$ cat src/rtl/sel_hold_pkg.sv
// Shared types for the select/pause front-end.
// Assumes: pins are sampled as one packed vector through a common synchronizer bank.
package sel_hold_pkg;
    typedef struct packed {
        logic cs_n;
        logic sclk;
        logic hold_n;
        logic din;
    } pin_vec_t;

    localparam int PIN_W = $bits(pin_vec_t);
endpackage

$ cat src/rtl/sync_bank.sv
// Multi-stage synchronizer, one chain per bit.
// Assumes: inputs are quasi-static relative to clk; STAGES >= 2.
module sync_bank #(
    parameter int              WIDTH   = 4,
    parameter int              STAGES  = 2,
    parameter logic [WIDTH-1:0] RST_VAL = '0
) (
    input  logic             clk,
    input  logic             rst_n,
    input  logic [WIDTH-1:0] d_i,
    output logic [WIDTH-1:0] q_o
);
    for (genvar g = 0; g < WIDTH; g++) begin : g_bit
        logic [STAGES-1:0] chain_q;

        // Purpose: shift the pin level through the synchronizer chain.
        always_ff @(posedge clk) begin
            if (!rst_n) chain_q <= {STAGES{RST_VAL[g]}};
            else        chain_q <= {chain_q[STAGES-2:0], d_i[g]};
        end

        assign q_o[g] = chain_q[STAGES-1];
    end
endmodule

$ cat src/rtl/select_arm.sv
// Edge-armed selection tracker.
// Selection needs a high-to-low transition of synchronized chip select seen
// outside power-on reset. It is dropped while chip select is high.
// Assumes: the edge-history flop resets low, so a select line that is already
// low at reset release never counts as a fall.
module select_arm (
    input  logic clk,
    input  logic rst_n,
    input  logic por_i,
    input  logic cs_n_s,
    output logic sel_o
);
    logic cs_d_q;
    logic sel_q;
    logic cs_fall;

    assign cs_fall = cs_d_q & ~cs_n_s;

    // Purpose: remember last synchronized chip select level for edge detection.
    always_ff @(posedge clk) begin
        if (!rst_n) cs_d_q <= 1'b0;
        else        cs_d_q <= cs_n_s;
    end

    // Purpose: arm selection on a fall, drop it on high level or power-on reset.
    always_ff @(posedge clk) begin
        if (!rst_n)                sel_q <= 1'b0;
        else if (por_i || cs_n_s)  sel_q <= 1'b0;
        else if (cs_fall)          sel_q <= 1'b1;
    end

    assign sel_o = sel_q;

    // power-on reset keeps the slave deselected
    assert_por_deselects_R2: assert property (@(posedge clk) disable iff (!rst_n)
        por_i |=> !sel_o);

    // selection never survives a high chip select seen before the edge
    assert_high_cs_drops_R4: assert property (@(posedge clk) disable iff (!rst_n)
        cs_n_s |=> !sel_o);
endmodule

$ cat src/rtl/hold_track.sv
// Pause (hold) state tracker.
// The pause level is followed only while selected and only while the
// synchronized serial clock is low. A change during clock-high waits for the
// next clock-low sample. Deselecting while paused gives a one-cycle clear pulse.
// Assumes: sel_i comes from the selection tracker on the same clock.
module hold_track (
    input  logic clk,
    input  logic rst_n,
    input  logic por_i,
    input  logic sel_i,
    input  logic cs_n_s,
    input  logic sclk_s,
    input  logic hold_n_s,
    output logic held_o,
    output logic clr_o
);
    logic held_q;
    logic clr_q;

    // Purpose: follow the pause level at clock-low samples, clear on deselect.
    always_ff @(posedge clk) begin
        if (!rst_n) begin
            held_q <= 1'b0;
            clr_q  <= 1'b0;
        end else begin
            clr_q <= 1'b0;
            if (por_i) begin
                held_q <= 1'b0;
            end else if (cs_n_s || !sel_i) begin
                clr_q  <= held_q & cs_n_s;
                held_q <= 1'b0;
            end else if (!sclk_s) begin
                held_q <= ~hold_n_s;
            end
        end
    end

    assign held_o = held_q;
    assign clr_o  = clr_q;

    // a pause exists only while the slave is selected
    assert_pause_needs_select_R8: assert property (@(posedge clk) disable iff (!rst_n)
        held_o |-> sel_i);

    // the pause state only moves on a clock-low sample
    assert_pause_entry_clk_low_R9: assert property (@(posedge clk) disable iff (!rst_n)
        $rose(held_o) |-> $past(!sclk_s));

    // the clear pulse lasts one cycle
    assert_clear_single_R12: assert property (@(posedge clk) disable iff (!rst_n)
        clr_o |=> !clr_o);

    // the clear pulse follows a pause that has just ended
    assert_clear_after_pause_R12: assert property (@(posedge clk) disable iff (!rst_n)
        clr_o |-> (!held_o && $past(held_o)));
endmodule

$ cat src/rtl/sel_hold_frontend.sv
// Select/pause front-end of a serial memory slave.
// Synchronizes the pins, arms selection on a chip-select fall, tracks the
// pause state and issues one shift strobe per qualified serial clock rise.
// Assumes: clk is several times faster than the serial clock; por_i and
// wr_busy_i are already synchronous to clk.
module sel_hold_frontend
    import sel_hold_pkg::*;
#(
    parameter int SYNC_STAGES = 2
) (
    input  logic clk,
    input  logic rst_n,
    input  logic por_i,
    input  logic cs_n_i,
    input  logic sclk_i,
    input  logic hold_n_i,
    input  logic din_i,
    input  logic wr_busy_i,
    output logic shift_stb_o,
    output logic shift_dat_o,
    output logic dout_en_o,
    output logic sel_o,
    output logic held_o,
    output logic state_clr_o,
    output logic standby_o
);
    pin_vec_t pins_raw;
    pin_vec_t pins_s;
    logic     sel;
    logic     held;
    logic     sclk_d_q;
    logic     stb_q;
    logic     dat_q;
    logic     stby_q;
    logic     sclk_rise;

    assign pins_raw = '{cs_n: cs_n_i, sclk: sclk_i, hold_n: hold_n_i, din: din_i};

    sync_bank #(
        .WIDTH   (PIN_W),
        .STAGES  (SYNC_STAGES),
        .RST_VAL ('0)
    ) i_sync (
        .clk   (clk),
        .rst_n (rst_n),
        .d_i   (pins_raw),
        .q_o   (pins_s)
    );

    select_arm i_sel (
        .clk    (clk),
        .rst_n  (rst_n),
        .por_i  (por_i),
        .cs_n_s (pins_s.cs_n),
        .sel_o  (sel)
    );

    hold_track i_hold (
        .clk      (clk),
        .rst_n    (rst_n),
        .por_i    (por_i),
        .sel_i    (sel),
        .cs_n_s   (pins_s.cs_n),
        .sclk_s   (pins_s.sclk),
        .hold_n_s (pins_s.hold_n),
        .held_o   (held),
        .clr_o    (state_clr_o)
    );

    assign sclk_rise = ~sclk_d_q & pins_s.sclk;

    // Purpose: keep the previous synchronized serial clock for rise detection.
    always_ff @(posedge clk) begin
        if (!rst_n) sclk_d_q <= 1'b0;
        else        sclk_d_q <= pins_s.sclk;
    end

    // Purpose: pass a qualified clock rise and its data bit to the shifter.
    always_ff @(posedge clk) begin
        if (!rst_n) begin
            stb_q <= 1'b0;
            dat_q <= 1'b0;
        end else begin
            stb_q <= sclk_rise & sel & ~held & ~pins_s.cs_n & ~por_i;
            if (sclk_rise) dat_q <= pins_s.din;
        end
    end

    // Purpose: report standby when deselected and the write engine is idle.
    always_ff @(posedge clk) begin
        if (!rst_n) stby_q <= 1'b0;
        else        stby_q <= ~por_i & pins_s.cs_n & ~wr_busy_i;
    end

    assign shift_stb_o = stb_q;
    assign shift_dat_o = dat_q;
    assign dout_en_o   = sel & ~held;
    assign sel_o       = sel;
    assign held_o      = held;
    assign standby_o   = stby_q;

    // no strobe is ever issued alongside an active pause
    assert_no_strobe_paused_R11: assert property (@(posedge clk) disable iff (!rst_n)
        shift_stb_o |-> !held_o);

    // a strobe lasts a single cycle
    assert_strobe_single_R5: assert property (@(posedge clk) disable iff (!rst_n)
        shift_stb_o |=> !shift_stb_o);

    // power-on reset blocks strobes
    assert_por_no_strobe_R2: assert property (@(posedge clk) disable iff (!rst_n)
        por_i |=> !shift_stb_o);

    // standby and selection never coexist
    assert_standby_unselected_R6: assert property (@(posedge clk) disable iff (!rst_n)
        standby_o |-> !sel_o);
endmodule

$ cat config.mk
export PLATFORM = sky130hd
export DESIGN_NAME = sel_hold_frontend
export DESIGN_NICKNAME = d
export VERILOG_FILES = /design/src/rtl/sel_hold_pkg.sv /design/src/rtl/sync_bank.sv /design/src/rtl/select_arm.sv /design/src/rtl/hold_track.sv /design/src/rtl/sel_hold_frontend.sv
export SDC_FILE = /design/constraint.sdc
export NUM_CORES = 1
export LEC_CHECK = 0
export BUFFER_PORTS_ARGS = -buffer_cell sky130_fd_sc_hd__buf_2
export CELL_PAD_IN_SITES_DETAIL_PLACEMENT = 0
export CELL_PAD_IN_SITES_GLOBAL_PLACEMENT = 1
export CORE_UTILIZATION = 35
export DETAILED_ROUTE_END_ITERATION = 6
export PLACE_DENSITY_LB_ADDON = 0.2
export SETUP_SLACK_MARGIN = 0.4
export SKIP_LAST_GASP = 1
export SYNTH_ARGS = -nofsm -noshare
export SYNTH_HDL_FRONTEND = slang
export SYNTH_SLANG_ARGS = --single-unit
$ cat constraint.sdc
create_clock -name clk -period 0.9 [get_ports clk]
set_input_delay 0.045 -clock clk [delete_from_list [all_inputs] [get_ports clk]]
set_output_delay 0.045 -clock clk [all_outputs]
set_load 0.05 [all_outputs]
==> impl_metrics.yaml <==
grt:
  overflow: 0
  track_usage_pct: 13.8
  grt_pass1_wl_mm: 1.28
  grt_max_degree: 15
  antenna_found_initial: 0
  first_global_vias: 314
clock_network:
  cts_tree: "yes"
  clkTransAtPathRegs_ns: 0.09
  cts_buffers: 3
  clkLatencyLatePin_ns: 0.28
  cts.sinks: 16
  clock-root-buffer: "clkbuf_4"
  cts.path.max_buffers: 2
  htree_levels: 1
sta:
  period_minus_slack_ns: 1.06
  fin_ws_ns: -0.159
  rsz0062_at_grt: "yes"
  slew_viol_final: 0
  setup_violations: 3
  max_slew_margin_pct: 81.0
  finalCritPeriodShare_pct: 118
  hold_viol: 7
  finalClockSkew_ns: 0.00211
  max_freq_ghz: 0.945
  worstMarginPinSlew_ns: 0.286
  hold_ws_ns: -0.0947
finish:
  syn_to_final_growth_pct: 58.5
  drive_gt1_share_pct: 74.2
  layout.nets: 71
  diodes: 0
  fin_util_pct: 59.9
  fill_cells: 107
routing:
  via_per_inst: 4.52
  met3_length_um: 46
  drt-met1-wl_um: 361
  drtIter0Drc: 0
  highest_layer: "met4"
  firstDrtPassIters: 1
  drcViolationCount: 0
  ant_nets: 0
  drt-total-wl_um: 831
  num_vias: 348
  met2_length_um: 406
  wl_per_cell_um: 10.8
yosys:
  ys_types: 14
  yosys-top-cells-count: "16 x dfxtp_1, 7 x and2_2, 3 x and2b_2, 3 x nand2_1"
  syn-num-nets: 50
  ys_seq_elements: 16
  synth_top_area_share_pct: 64.3
  synth_most_common_cell: "dfxtp_1"
  netlist_area_sq_um: 498
  ys_warn_count: 0
  synth_seq_area_share_pct: 64.3
  async_reset_ff_share_pct: 0
  ys.flop_type: "dfxtp_1"
  synth_cells: 42
  synth_edf_count: 0
  yosysTopAreaCell: "dfxtp_1"
  syn_avg_cell_area_sq_um: 11.9
  netlist_top_cells_area: "dfxtp_1 64%, and2_2 11%, and2b_2 5.3%"
critical_path:
  worstPathArrival_ns: 1.01
  critical_path_class: "reg2out"
  critical_path.max_fanout: 2
  critPathRequiredTime_ns: 0.85
  cp-end-kind: "output port"
  start_kind: "flop"
placed_design:
  io_buffers: 14
  gp_congestion: 0.578
floorplanning:
  fp.dieW_um: 39.7
  die_h_um: 39.7
  initial_core_util_pct: 37.8
  dieArea_sq_um: 1580
  rows: 13
  io-pin-count: 15
  fp.coreArea_sq_um: 1320
pwr:
  pwr-share-comb_pct: 6.3
  vdd_ir_drop_max_mv: 0.954
  power_mw: 1.28
  p_int_mw: 1.01
  p_sw_uw: 265
  pwr-share-seq_pct: 57.1
  clkPwrFrac_pct: 36.6
  netSwitchingFraction_pct: 20.7
  cellPowerDensity_nw_per_um2: 1620
  p_leak_nw: 0.337
status:
  violations: "hold timing, setup timing"
  status: "finished, violations left"
hold_path:
  hold_class: "in2reg"
flow_run:
  drv_cap: 0
registers in the layout (all words and copies together) (netlist names):
name,count
i_hold.clr_o,1
i_hold.held_o,1
i_sel.cs_d_q,1
i_sel.sel_o,1
i_sync.g_bit.chain_q,8
sclk_d_q,1
shift_dat_o,1
shift_stb_o,1
standby_o,1
kinds of logic after synthesis:
family / Yosys count / share of synthesized area, %
and+or+nand+nor: 23 / 31.9
DFF: 16 / 64.3
buffers and inverters: 2 / 1.76
muxes: 1 / 2.01
worst paths after layout:
check | cells past startpoint | slack (ns) | to | start
max | 2 | -0.16 | dout_en_o | i_hold.held_o
min | 2 | -0.09 | standby_o | wr_busy_i
max reg2reg | 4 | -0.03 | i_hold.held_o | i_hold.held_o
min reg2reg | 1 | 0.44 | i_sync.g_bit[1].chain_q[1] | i_sync.g_bit[1].chain_q[0]
power by group through the flow:
stage | combinational, mW | clock (mW) | sequential, mW
after global routing | 0.0861 | 0.533 | 0.731
final | 0.0806 | 0.467 | 0.728
after global placement | 0.0650 | 0 | 0.744
after CTS | 0.0757 | 0.494 | 0.729
after detailed placement | 0.0651 | 0 | 0.744
after floorplan | 0.0363 | 0 | 0.749
final cells by class:
class / count / area (sq um) / share of cell area (%)
clock buffers: 4 / 36.3 / 4.60
inverters: 1 / 3.75 / 0.475
multi-input cells: 24 / 220 / 27.9
flip-flops and latches: 16 / 340 / 43.1
well taps: 15 / 18.8 / 2.38
repair buffers: 17 / 170 / 21.6
through the flow:
stage	cell area (sq um)	cells	setup TNS (ns)	hold slack, ns	worst slack (ns)
2_1_floorplan	528	42	0	0.107	0.0658
3_3_place_gp	612	70	0	0.205	0.0575
3_5_place_dp	612	70	0	0.207	0.0497
4_1_cts	748	76	-0.273	-0.109	-0.168
5_1_grt	790	77	-0.388	-0.119	-0.203
6_report	790	77	-0.236	-0.0947	-0.159
routing by layer:
layer / vias up / track usage [%]
met4: 0 / 10.3
met3: 4 / 5.11
met1: 156 / 13.2
met5: - / 0
met2: 16 / 23.4
li1: 172 / -
cells in the final DEF (no fill, tap or decap):
cell,synthesis,final
dfxtp_2,0,4
and2b_1,1,1
nand4bb_4,0,1
nor3_2,0,1
buf_8,0,7
mux2i_1,1,1
and2b_4,0,1
buf_2,0,7
nand2_1,3,2
nand2_4,0,1
nor3b_2,0,2
nor4b_2,0,1
dfxtp_4,0,4
clkbuf_4,0,3
buf_6,0,2
and2_1,2,2
nor2_1,1,1
clkbuf_8,0,1
nor3_1,2,1
and2_2,7,3
and2_4,0,4
buf_4,0,1
inv_2,0,1
dfxtp_1,16,8
and2b_2,3,2
what timing repair did:
action / 4_1_cts / 5_1_grt
endpoints found under the hold margin: 7 / 7
setup endpoints to repair: 19 / 19
setup buffers: 2 / 1
pin swaps: 2 / 1
resized for setup: 23 / 8
worst max-delay path: stages (launching register included):
cell and delay (ns):
dfxtp_4 0.35, and2b_4 0.25, buf_8 0.14
(Power assumes the default switching activity.)
